## config.mk

```make
export PLATFORM = sky130hd
export DESIGN_NAME = spi_regbank_slave
export DESIGN_NICKNAME = d
export VERILOG_FILES = /design/src/rtl/spi_rb_pkg.sv /design/src/rtl/spi_rb_sync.sv /design/src/rtl/spi_rb_frame.sv /design/src/rtl/spi_rb_bank.sv /design/src/rtl/spi_regbank_slave.sv
export SDC_FILE = /design/constraint.sdc
export NUM_CORES = 2
export LEC_CHECK = 0
export BUFFER_PORTS_ARGS = -buffer_cell sky130_fd_sc_hd__buf_2
export CAP_MARGIN = 10
export CORE_ASPECT_RATIO = 0.6
export CORE_MARGIN = 4
export CORE_UTILIZATION = 35
export DETAILED_ROUTE_END_ITERATION = 7
export GPL_ROUTABILITY_DRIVEN = 0
export GPL_TIMING_DRIVEN = 1
export PLACE_DENSITY = 0.48
export RECOVER_POWER = 50
export SETUP_SLACK_MARGIN = 0.3
export SLEW_MARGIN = 20
export SYNTH_ARGS = -nofsm -noshare
export SYNTH_HDL_FRONTEND = slang
export SYNTH_SLANG_ARGS = --single-unit
export TNS_END_PERCENT = 1
```

## constraint.sdc

```tcl
create_clock -name clk -period 5.2 [get_ports clk]
set_input_delay 0 -clock clk [delete_from_list [all_inputs] [get_ports clk]]
set_output_delay 0 -clock clk [all_outputs]
set_load 0.05 [all_outputs]
```

## src/rtl/spi_rb_pkg.sv

```systemverilog
package spi_rb_pkg;
  localparam int WORD_W = 16;
  localparam logic [4:0] CMD_KEY = 5'b11100;
  typedef enum logic [2:0] {ST_IDLE, ST_CMD, ST_WR, ST_RD, ST_REJ} frame_st_t;
endpackage

```

## src/rtl/spi_rb_sync.sv

```systemverilog
module spi_rb_sync #(
  parameter int STAGES = 2
) (
  input  logic clk,
  input  logic rst_n,
  input  logic csn_i,
  input  logic sclk_i,
  input  logic mosi_i,
  output logic cs_act_o,
  output logic cs_fall_o,
  output logic sclk_rise_o,
  output logic sclk_fall_o,
  output logic mosi_o
);
  // bit 2 = csn, bit 1 = sclk, bit 0 = mosi
  logic [2:0] pipe [STAGES];
  logic       csn_prev, sclk_prev;

  generate
    for (genvar s = 0; s < STAGES; s++) begin : g_stage
      always_ff @(posedge clk or negedge rst_n) begin
        if (!rst_n) pipe[s] <= 3'b100;
        else if (s == 0) pipe[s] <= {csn_i, sclk_i, mosi_i};
        else pipe[s] <= pipe[s-1];
      end
    end
  endgenerate

  always_ff @(posedge clk or negedge rst_n) begin
    if (!rst_n) begin
      csn_prev  <= 1'b1;
      sclk_prev <= 1'b0;
    end else begin
      csn_prev  <= pipe[STAGES-1][2];
      sclk_prev <= pipe[STAGES-1][1];
    end
  end

  assign cs_act_o    = !pipe[STAGES-1][2];
  assign cs_fall_o   = csn_prev && !pipe[STAGES-1][2];
  assign sclk_rise_o = !sclk_prev && pipe[STAGES-1][1];
  assign sclk_fall_o = sclk_prev && !pipe[STAGES-1][1];
  assign mosi_o      = pipe[STAGES-1][0];
endmodule

```

## src/rtl/spi_rb_frame.sv

```systemverilog
module spi_rb_frame
  import spi_rb_pkg::*;
#(
  parameter int NREG = 64,
  parameter int AW   = 10
) (
  input  logic              clk,
  input  logic              rst_n,
  input  logic              cs_act,
  input  logic              cs_fall,
  input  logic              sclk_rise,
  input  logic              sclk_fall,
  input  logic              mosi,
  input  logic [WORD_W-1:0] rd_data,
  output logic [AW-1:0]     rd_addr,
  output logic              we,
  output logic [AW-1:0]     waddr,
  output logic [WORD_W-1:0] wdata,
  output logic              miso,
  output logic              miso_oe
);
  localparam logic [AW-1:0] PMAX = AW'(NREG - 1);

  frame_st_t         st;
  logic [3:0]        cnt;
  logic [WORD_W-1:0] sh, tx, nxt;
  logic [AW-1:0]     ptr;
  logic              sat, load_q;

  assign nxt     = {sh[WORD_W-2:0], mosi};
  assign rd_addr = ptr;
  assign miso_oe = (st == ST_RD);

  always_ff @(posedge clk or negedge rst_n) begin
    if (!rst_n) begin
      st <= ST_IDLE; cnt <= '0; sh <= '0; tx <= '0; ptr <= '0;
      sat <= 1'b0; load_q <= 1'b0; we <= 1'b0; waddr <= '0;
      wdata <= '0; miso <= 1'b0;
    end else begin
      we     <= 1'b0;
      load_q <= 1'b0;
      if (load_q) tx <= rd_data;
      if (!cs_act) begin
        st <= ST_IDLE;
      end else if (cs_fall) begin
        st  <= ST_CMD;
        cnt <= '0;
      end else begin
        case (st)
          ST_CMD: if (sclk_rise) begin
            sh  <= nxt;
            cnt <= cnt + 4'd1;
            if (cnt == 4'd15) begin
              if (nxt[15:11] == CMD_KEY) begin
                ptr <= nxt[AW-1:0];
                sat <= 1'b0;
                if (nxt[10]) begin
                  st     <= ST_RD;
                  load_q <= 1'b1;
                end else begin
                  st <= ST_WR;
                end
              end else begin
                st <= ST_REJ;
              end
            end
          end
          ST_WR: if (sclk_rise) begin
            sh  <= nxt;
            cnt <= cnt + 4'd1;
            if (cnt == 4'd15 && !sat) begin
              we    <= 1'b1;
              waddr <= ptr;
              wdata <= nxt;
              if (ptr >= PMAX) sat <= 1'b1;
              else ptr <= ptr + 1'b1;
            end
          end
          ST_RD: begin
            if (sclk_rise) begin
              cnt <= cnt + 4'd1;
              if (cnt == 4'd15) begin
                if (ptr < PMAX) ptr <= ptr + 1'b1;
                load_q <= 1'b1;
              end
            end
            if (sclk_fall) begin
              miso <= tx[WORD_W-1];
              tx   <= {tx[WORD_W-2:0], 1'b0};
            end
          end
          default: ;
        endcase
      end
    end
  end


  ptr_mono_chk: assert property (@(posedge clk) disable iff (!rst_n)
    ((st == ST_WR || st == ST_RD) && cs_act) |=> ptr >= $past(ptr));

  ptr_cap_chk: assert property (@(posedge clk) disable iff (!rst_n)
    ((st == ST_WR || st == ST_RD) && ptr <= PMAX) |=> ptr <= PMAX);

  reject_quiet_chk: assert property (@(posedge clk) disable iff (!rst_n)
    (st == ST_REJ) |=> (!we && !miso_oe));
endmodule

```

## src/rtl/spi_rb_bank.sv

```systemverilog
module spi_rb_bank
  import spi_rb_pkg::*;
#(
  parameter int NREG = 64,
  parameter int AW   = 10
) (
  input  logic              clk,
  input  logic              rst_n,
  input  logic              we,
  input  logic [AW-1:0]     waddr,
  input  logic [WORD_W-1:0] wdata,
  input  logic [AW-1:0]     raddr,
  output logic [WORD_W-1:0] rdata
);
  localparam int IW = (NREG > 1) ? $clog2(NREG) : 1;

  logic [WORD_W-1:0] regs [NREG];

  generate
    for (genvar g = 0; g < NREG; g++) begin : g_reg
      always_ff @(posedge clk or negedge rst_n) begin
        if (!rst_n) regs[g] <= '0;
        else if (we && int'(waddr) == g) regs[g] <= wdata;
      end
    end
  endgenerate

  assign rdata = (int'(raddr) < NREG) ? regs[raddr[IW-1:0]] : '0;


  single_we_chk: assert property (@(posedge clk) disable iff (!rst_n)
    we |=> !we);
endmodule

```

## src/rtl/spi_regbank_slave.sv

```systemverilog
module spi_regbank_slave
  import spi_rb_pkg::*;
#(
  parameter int NREG      = 64,
  parameter int AW        = 10,
  parameter int SYNC_DEPTH = 2
) (
  input  logic clk,
  input  logic rst_n,
  input  logic spi_csn,
  input  logic spi_sclk,
  input  logic spi_mosi,
  output logic spi_miso,
  output logic spi_miso_oe
);
  logic              cs_act, cs_fall, sclk_rise, sclk_fall, mosi_s;
  logic              we;
  logic [AW-1:0]     waddr, raddr;
  logic [WORD_W-1:0] wdata, rdata;

  spi_rb_sync #(.STAGES(SYNC_DEPTH)) u_sync (
    .clk(clk), .rst_n(rst_n), .csn_i(spi_csn), .sclk_i(spi_sclk),
    .mosi_i(spi_mosi), .cs_act_o(cs_act), .cs_fall_o(cs_fall),
    .sclk_rise_o(sclk_rise), .sclk_fall_o(sclk_fall), .mosi_o(mosi_s)
  );

  spi_rb_frame #(.NREG(NREG), .AW(AW)) u_frame (
    .clk(clk), .rst_n(rst_n), .cs_act(cs_act), .cs_fall(cs_fall),
    .sclk_rise(sclk_rise), .sclk_fall(sclk_fall), .mosi(mosi_s),
    .rd_data(rdata), .rd_addr(raddr), .we(we), .waddr(waddr),
    .wdata(wdata), .miso(spi_miso), .miso_oe(spi_miso_oe)
  );

  spi_rb_bank #(.NREG(NREG), .AW(AW)) u_bank (
    .clk(clk), .rst_n(rst_n), .we(we), .waddr(waddr), .wdata(wdata),
    .raddr(raddr), .rdata(rdata)
  );


  oe_idle_chk: assert property (@(posedge clk) disable iff (!rst_n)
    !cs_act |=> !spi_miso_oe);
endmodule

```

; Word level (Yosys, flattened, before mapping)
; Cells that the tools add are included.
[op_classes]
n_reduce_logical = 89
n_lt_le_gt_ge = 4
n_eq_ne = 78
add_sub_neg = 2
bitwise_logic = 3
mux = 50
[ops]
columns = cell, n
row1 = $eq A10 B7 Y1 const B, 32
row2 = $eq A10 B6 Y1 const B, 16
row3 = $mux W16, 8
row4 = $bmux W16 S6, 1
row5 = $mux W10, 9
row6 = $eq A10 B5 Y1 const B, 8
row7 = $logic_and A1 B1 Y1, 68
row8 = $eq A10 B4 Y1 const B, 4
row9 = $pmux W10 S3, 1
row10 = $eq A10 B3 Y1 const B, 2
row11 = $mux W1, 20
row12 = $mux W3, 6
row13 = $ne A2 B1 Y1 const B, 7
row14 = $mux W4, 3
row15 = $reduce_and A12 Y1, 1
row16 = $reduce_bool A3 Y1, 4
row17 = $add A10 B1 Y10 const B, 1
row18 = $eq A10 B2 Y1 const B, 1
row19 = $ge A10 B6 Y1 const B, 1
row20 = $logic_not A10 Y1, 1
row21 = $lt A10 B6 Y1 const B, 1
row22 = $lt A10 B7 Y1 const B, 1
row23 = $reduce_and A9 Y1, 1
row24 = $reduce_and A4 Y1, 2
row25 = 16 further kinds, 27
[totals]
elab_cells = 305
register_bits = 1110
input_bits = 5

; Logic depth before layout (Yosys ltp)
[logic_depth]
ltp_word = 10
mapped_depth = 9
depth_no_buf = 6

; Cells and area by module
; A second synthesis with hierarchy kept.
[unflattened]
cells_unflattened = 3249
hier_area_um2 = 50546.0
[by_module_without_submodules]
columns = mod, n_inst, area_per_inst_um2, cells_each, seq_area_each_um2
row1 = spi_rb_bank, 1, 46762.3, 2937, 25624.6
row2 = spi_rb_frame, 1, 3554.7, 300, 1951.9
row3 = spi_rb_sync, 1, 229.0, 12, 203.9

; Worst setup path before layout
; Ideal clock, no wire load.
[synth_timing]
path_type = register to register
startpoint = register u_frame.ptr[0], in the netlist u_frame.rd_addr[0]
endpoint = register u_frame.tx[11]
setup_ns = 0.138
required_time_ns = 5.062
slack_ns = 2.826
synth_period_minus_slack_ns = 2.374
path_stages_with_launch = 9
t_arrival_ns = 2.236
path_cell_list = dfrtp_1 buf_2 buf_2 buf_2 mux4_2 a22oi_1 nand2_1 a221oi_1 nand4_1
[synth_via]
elab_chain_len = 10
[synth_lines]
columns = item, line
row1 = "start, declared", spi_rb_frame.sv:27  ; logic [AW-1:0] ptr;
row2 = "start signal, assigned", spi_rb_frame.sv:55  ; ptr <= nxt[AW-1:0];
row3 = "start signal, assigned", spi_rb_frame.sv:76  ; else ptr <= ptr + 1'b1;
row4 = "start signal, assigned", spi_rb_frame.sv:83  ; if (ptr < PMAX) ptr <= ptr + 1'b1;
row5 = $not A6 Y7 (implied by the code), spi_rb_bank.sv:28  ; assign rdata = (int'(raddr) < NREG) ? regs[raddr[IW-1:0]] : '0;
row6 = $bmux W16 S6, spi_rb_bank.sv:28
row7 = $mux W16 (implied by the code) (2 in a row), spi_rb_bank.sv:28
row8 = $mux W16 *, spi_rb_bank.sv:28
row9 = $mux W16 *, spi_rb_frame.sv:42  ; if (load_q) tx <= rd_data;
row10 = $mux W16, spi_rb_frame.sv:87  ; if (sclk_fall) begin
row11 = $mux W16, spi_rb_frame.sv:49  ; case (st)
row12 = $mux W16, spi_rb_frame.sv:45  ; end else if (cs_fall) begin
row13 = $mux W16 *, spi_rb_frame.sv:43  ; if (!cs_act) begin
row14 = "end signal, assigned", spi_rb_frame.sv:42
row15 = "end signal, assigned", spi_rb_frame.sv:89  ; tx <= {tx[WORD_W-2:0], 1'b0};
row16 = "end, declared", spi_rb_frame.sv:26  ; logic [WORD_W-1:0] sh, tx, nxt;
; Mark *: on every way between the ends. The rest lies on a longest branch, timed or not. The select of a mux whose other input is x is not followed.
; A chain may end at the register's enable or synchronous reset.

==> flow_results.org <==
** Worst setup path
- Endpoint of the worst setup timing path :: u_bank.regs[49]
- For the worst setup path, the data required time is roughly 5.6 ns.
- The number of cells on the worst reg-to-reg path is 7.
- The critical path is of the in2async type.
- In this run the critical register-to-register path is captured at u_frame.tx[4].
- STA classifies the critical path startpoint as a primary input.
- In this run the register-to-register setup slack is between 1 and 1.5 ns.
- Crit path DAT :: roughly 4.4 ns
- Peak fanout along the critical path :: 150
- CP Launch Point :: rst_n
- The worst register-to-register path begins at u_frame.rd_addr[0].
- Worst Setup End Kind :: async pin

** Power
- Power density cells :: roughly 330 nW/um2
- Net switching is between 20 and 25% of the power.
- In this run, the combinational gates consume under 10% of the power.
- For this design the static power due to leakage is 26.6 nW.
- Of the total power, the clock network draws between 40% and 50%.
- Summed over all nets, the switching power comes to 0.00454 W.
- IR analysis of the VDD net gives a maximum drop of approximately 0.26 mV.
- Cell internal power dissipation :: roughly 0.014 W
- Sequential cells account for between 40% and 50% of the total power.

** STA
- Counting I/O delays and the setup requirement, the final critical path takes roughly 4.0 ns.
- Portion of the clock cycle consumed by the worst path in the final layout :: between 70 and 80%
- Fin Clk Skew :: about 0.034 ns
- Worst-case headroom to the max-slew limit :: -70.7%
- Hold timing on the final database bottoms out at a slack of 0.359 ns.
- Derived from the worst setup path, the maximum achievable clock frequency is about 250 MHz.
- Max-slew violation count :: around 390
- Setup repair after global routing left no endpoint under its margin.
- For the final routed database, the setup TNS stands at 0 ns.
- Final hold violation count :: 0
- Final setup viols :: 0
- For the pin with the worst max-slew slack, the measured transition is 2.56 ns.

** Yosys
- Synth Net Count :: ~3.2k
- Post-synthesis cell type with the largest combined area :: sky130_fd_sc_hd__dfrtp_1
- Fraction of the yosys area taken by sequential cells :: 55.7%
- Syn avg cell area :: 15.8 um2
- Summing every instance area after synthesis gives about 50,000 um2.
- Share of Yosys cell area claimed by the top area cell type :: 55.5%
- Synthesis inferred approximately 1.1k register bits.
- Most used standard cell by instance count after synthesis :: sky130_fd_sc_hd__dfrtp_1
- Yosys attributes the largest share of cell area to sky130_fd_sc_hd__dfrtp_1 (56%), sky130_fd_sc_hd__mux2_2 (24%), sky130_fd_sc_hd__mux4_2 (13%).
- Synthesis handed over a netlist of 3,156 instances.
- Yosys printed 0 warnings.
- Counting flops with an async set or reset pin after synthesis yields a share of between 90% and 100%.
- Count of distinct cell types in the synthesized netlist :: 57
- Top flip-flop cell by instance count after synthesis :: sky130_fd_sc_hd__dfrtp_1
- In this run, synthesis inferred 0 flip-flops with an integrated enable.
- The commonest cells after synthesis are sky130_fd_sc_hd__dfrtp_1 (1,107), sky130_fd_sc_hd__mux2_2 (1,043), sky130_fd_sc_hd__mux4_2 (288).

** GRT
- Entering global routing, the biggest net connects between 150 and 200 pins.
- Grt ovf :: 0
- The number of antenna violations at the first check in global routing came to 14.
- Wire length of the first global-routing pass :: 221,000 um
- For this run, the total global-route usage over all layers was measured as between 20% and 30%.
- Via count of the first global-routing pass :: 30.5k

** Drt
- Vias after detailed routing :: around 29k
- Sum of routed wire length over all layers :: between 150,000 and 200,000 um
- Once detail routing completed, the nets flagged for antenna violations numbered 0.
- In the routed layout, each cell is associated on average with a via count of 5.63.
- In the routed design, unresolved DRC markers number 0.
- In this run, the number of DRC markers left after iteration 0 of detailed routing was about 2.2k.
- After detailed routing, the average wire length per cell comes to roughly 30 um.
- DR pass1 iterations :: 6

** Clock tree
- CTS Buf Count :: roughly 110
- Clock Path Buffers :: 3
- Skew-Pair Late Insertion Delay :: 0.73 ns
- Number of H-tree levels :: 3
- The tree built by TritonCTS fans out to roughly 1.1k sinks.
- CTS tree :: yes
- Clk pin slew, worst setup/hold paths :: roughly 0.060 ns
- In this run, post-CTS repair resized a total of 0 instances.
- The root buffer cell chosen for the clock tree is sky130_fd_sc_hd__clkbuf_16.

** Layout
- The finished layout holds between 5k and 6k standard cells, fillers aside.
- Area taken by multi-input logic gates :: ~21,000 um2
- In the final layout, flip-flops and latches occupy 27,800 um2.
- Filler cells :: 12.7k
- Fraction of final layout cells sized beyond drive strength 1 :: ~52%
- Area overhead of the layout relative to synthesis :: 11.6%
- The net count of the finished layout is between 3k and 4k.

** Floorplanning
- Number of core rows :: around 110
- The floorplan step defined a die boundary enclosing 149,000 um2.
- Die width :: between 400 and 500 um
- In this run the standard cell core region covers ~140,000 um2.
- In this run the count of I/O pins placed on the die edge is 7.
- Die extent in y :: 300 um
- The initial utilization of the core area, before any placement, comes to between 30% and 40%.

** Status
- Failing checks :: capacitance limit, slew limit
- Run status :: finished with violations

** Placed design
- Once detailed placement completed, the half-perimeter wirelength came to approximately 90,000 um.
- Inst Count DP :: approximately 4.9k
- Port buffering added 6 buffers.

** Worst hold path
- Worst min path class :: reg2reg
- The worst hold path was traced through 0 stages.

** Run
- The tool flagged a number of max-cap violations equal to 7.
state kept, by name (all words and copies together) (netlist names):
name              cells
u_bank.regs        1024
u_frame.cnt           4
u_frame.load_q        1
u_frame.miso          1
u_frame.rd_addr      10
u_frame.sat           1
u_frame.sh           15
u_frame.st            3
u_frame.tx           16
u_frame.waddr        10
u_frame.wdata        16
u_frame.we            1
u_sync.csn_prev       1
u_sync.mosi_o         1
u_sync.pipe           5
u_sync.sclk_prev      1
final cells by class:
cell class | count | area share (%)
sequential | 1110 | 50.0
antenna | 8 | 0.0360
clock buffer | 167 | 5.81
timing repair buffer | 100 | 1.50
tap | 1890 | 4.25
inverter | 4 | 0.0270
clock inverter | 35 | 0.746
multi-input combinational | 1756 | 37.6
per-stage QoR:
stage,setup WS [ns],cell area [um2],util (%),power [W]
2_1_floorplan,2.83,49900,-,0.00969
3_3_place_gp,1.34,51900,37.0,0.0103
3_5_place_dp,1.35,52000,37.0,0.0103
4_1_cts,1.32,55700,39.7,0.0186
5_1_grt,0.749,55700,39.6,0.0190
6_report,1.24,55700,39.6,0.0183
repair_timing:
item                      4_1_cts  5_1_grt
buffers inserted                0        0
hold endpoints to repair      276        0
hold buffers                    8        0
how the worst min path moves through the flow:
stage,start,end,slack [ns]
floorplan,rst_n,u_bank.regs[0],-0.30
global placement,spi_csn,u_sync.pipe[5],0.10
detailed placement,spi_csn,u_sync.pipe[5],0.11
CTS,rst_n,u_bank.regs[675],0.13
global route,u_sync.pipe[3],u_sync.mosi_o,0.38
finish,u_sync.pipe[4],u_sync.pipe[1],0.36
critical path: stages:
cell	delay (ns)
sky130_fd_sc_hd__dlygate4sd3_1	0.53
sky130_fd_sc_hd__clkbuf_1	1.80
sky130_fd_sc_hd__clkbuf_4	1.84
layout by cell type (no fill, tap or decap), types with 11 or more instances in the layout:
master / netlist / final
sky130_fd_sc_hd__dfrtp_2: 0 / 14
sky130_fd_sc_hd__a22oi_1: 64 / 64
sky130_fd_sc_hd__mux2_1: 30 / 30
sky130_fd_sc_hd__buf_4: 6 / 69
sky130_fd_sc_hd__nand2_2: 0 / 19
sky130_fd_sc_hd__nand3_1: 21 / 20
sky130_fd_sc_hd__clkbuf_8: 0 / 29
sky130_fd_sc_hd__a221oi_1: 11 / 11
sky130_fd_sc_hd__clkinv_2: 0 / 16
sky130_fd_sc_hd__clkbuf_1: 193 / 36
sky130_fd_sc_hd__mux4_2: 288 / 288
sky130_fd_sc_hd__nor3b_1: 18 / 18
sky130_fd_sc_hd__nand2_1: 124 / 105
sky130_fd_sc_hd__dfrtp_1: 1107 / 1087
sky130_fd_sc_hd__mux2_2: 1043 / 1043
sky130_fd_sc_hd__clkbuf_16: 0 / 109
sky130_fd_sc_hd__nor2_1: 32 / 30
logic make-up after synthesis:
logic type / Yosys count / synth area share [%]
muxes: 1368 / 37.4
DFF: 1110 / 55.7
buffers and inverters: 290 / 2.49
and+or+nand+nor: 262 / 2.55
AOI/OAI and AO/OA: 120 / 1.81
xor gates and xnor gates: 4 / 0.0702
adders and majority gates: 2 / 0.0501
power by group through the flow:
| stage | Sequential [W] | Combinational (W) | Clock, W |
|---|---|---|---|
| 2_1_floorplan | 0.00884 | 0.000854 | 0 |
| 3_3_place_gp | 0.00901 | 0.00131 | 0 |
| 3_5_place_dp | 0.00901 | 0.00133 | 0 |
| 4_1_cts | 0.00885 | 0.00134 | 0.00840 |
| 5_1_grt | 0.00885 | 0.00141 | 0.00877 |
| 6_report | 0.00885 | 0.00129 | 0.00820 |
layer usage:
layer | wire length (um) | share of wire, % | up-vias | global-route usage, %
met5 | 0 | 0 | - | 0
met4 | 3040 | 2.0 | 0 | 4.62
met3 | 11400 | 7.6 | 176 | 5.88
met2 | 62300 | 41 | 793 | 28.1
met1 | 73900 | 49 | 15923 | 31.6
li1 | - | - | 11655 | -
No activity file was read; power rests on OpenSTA's default activity.
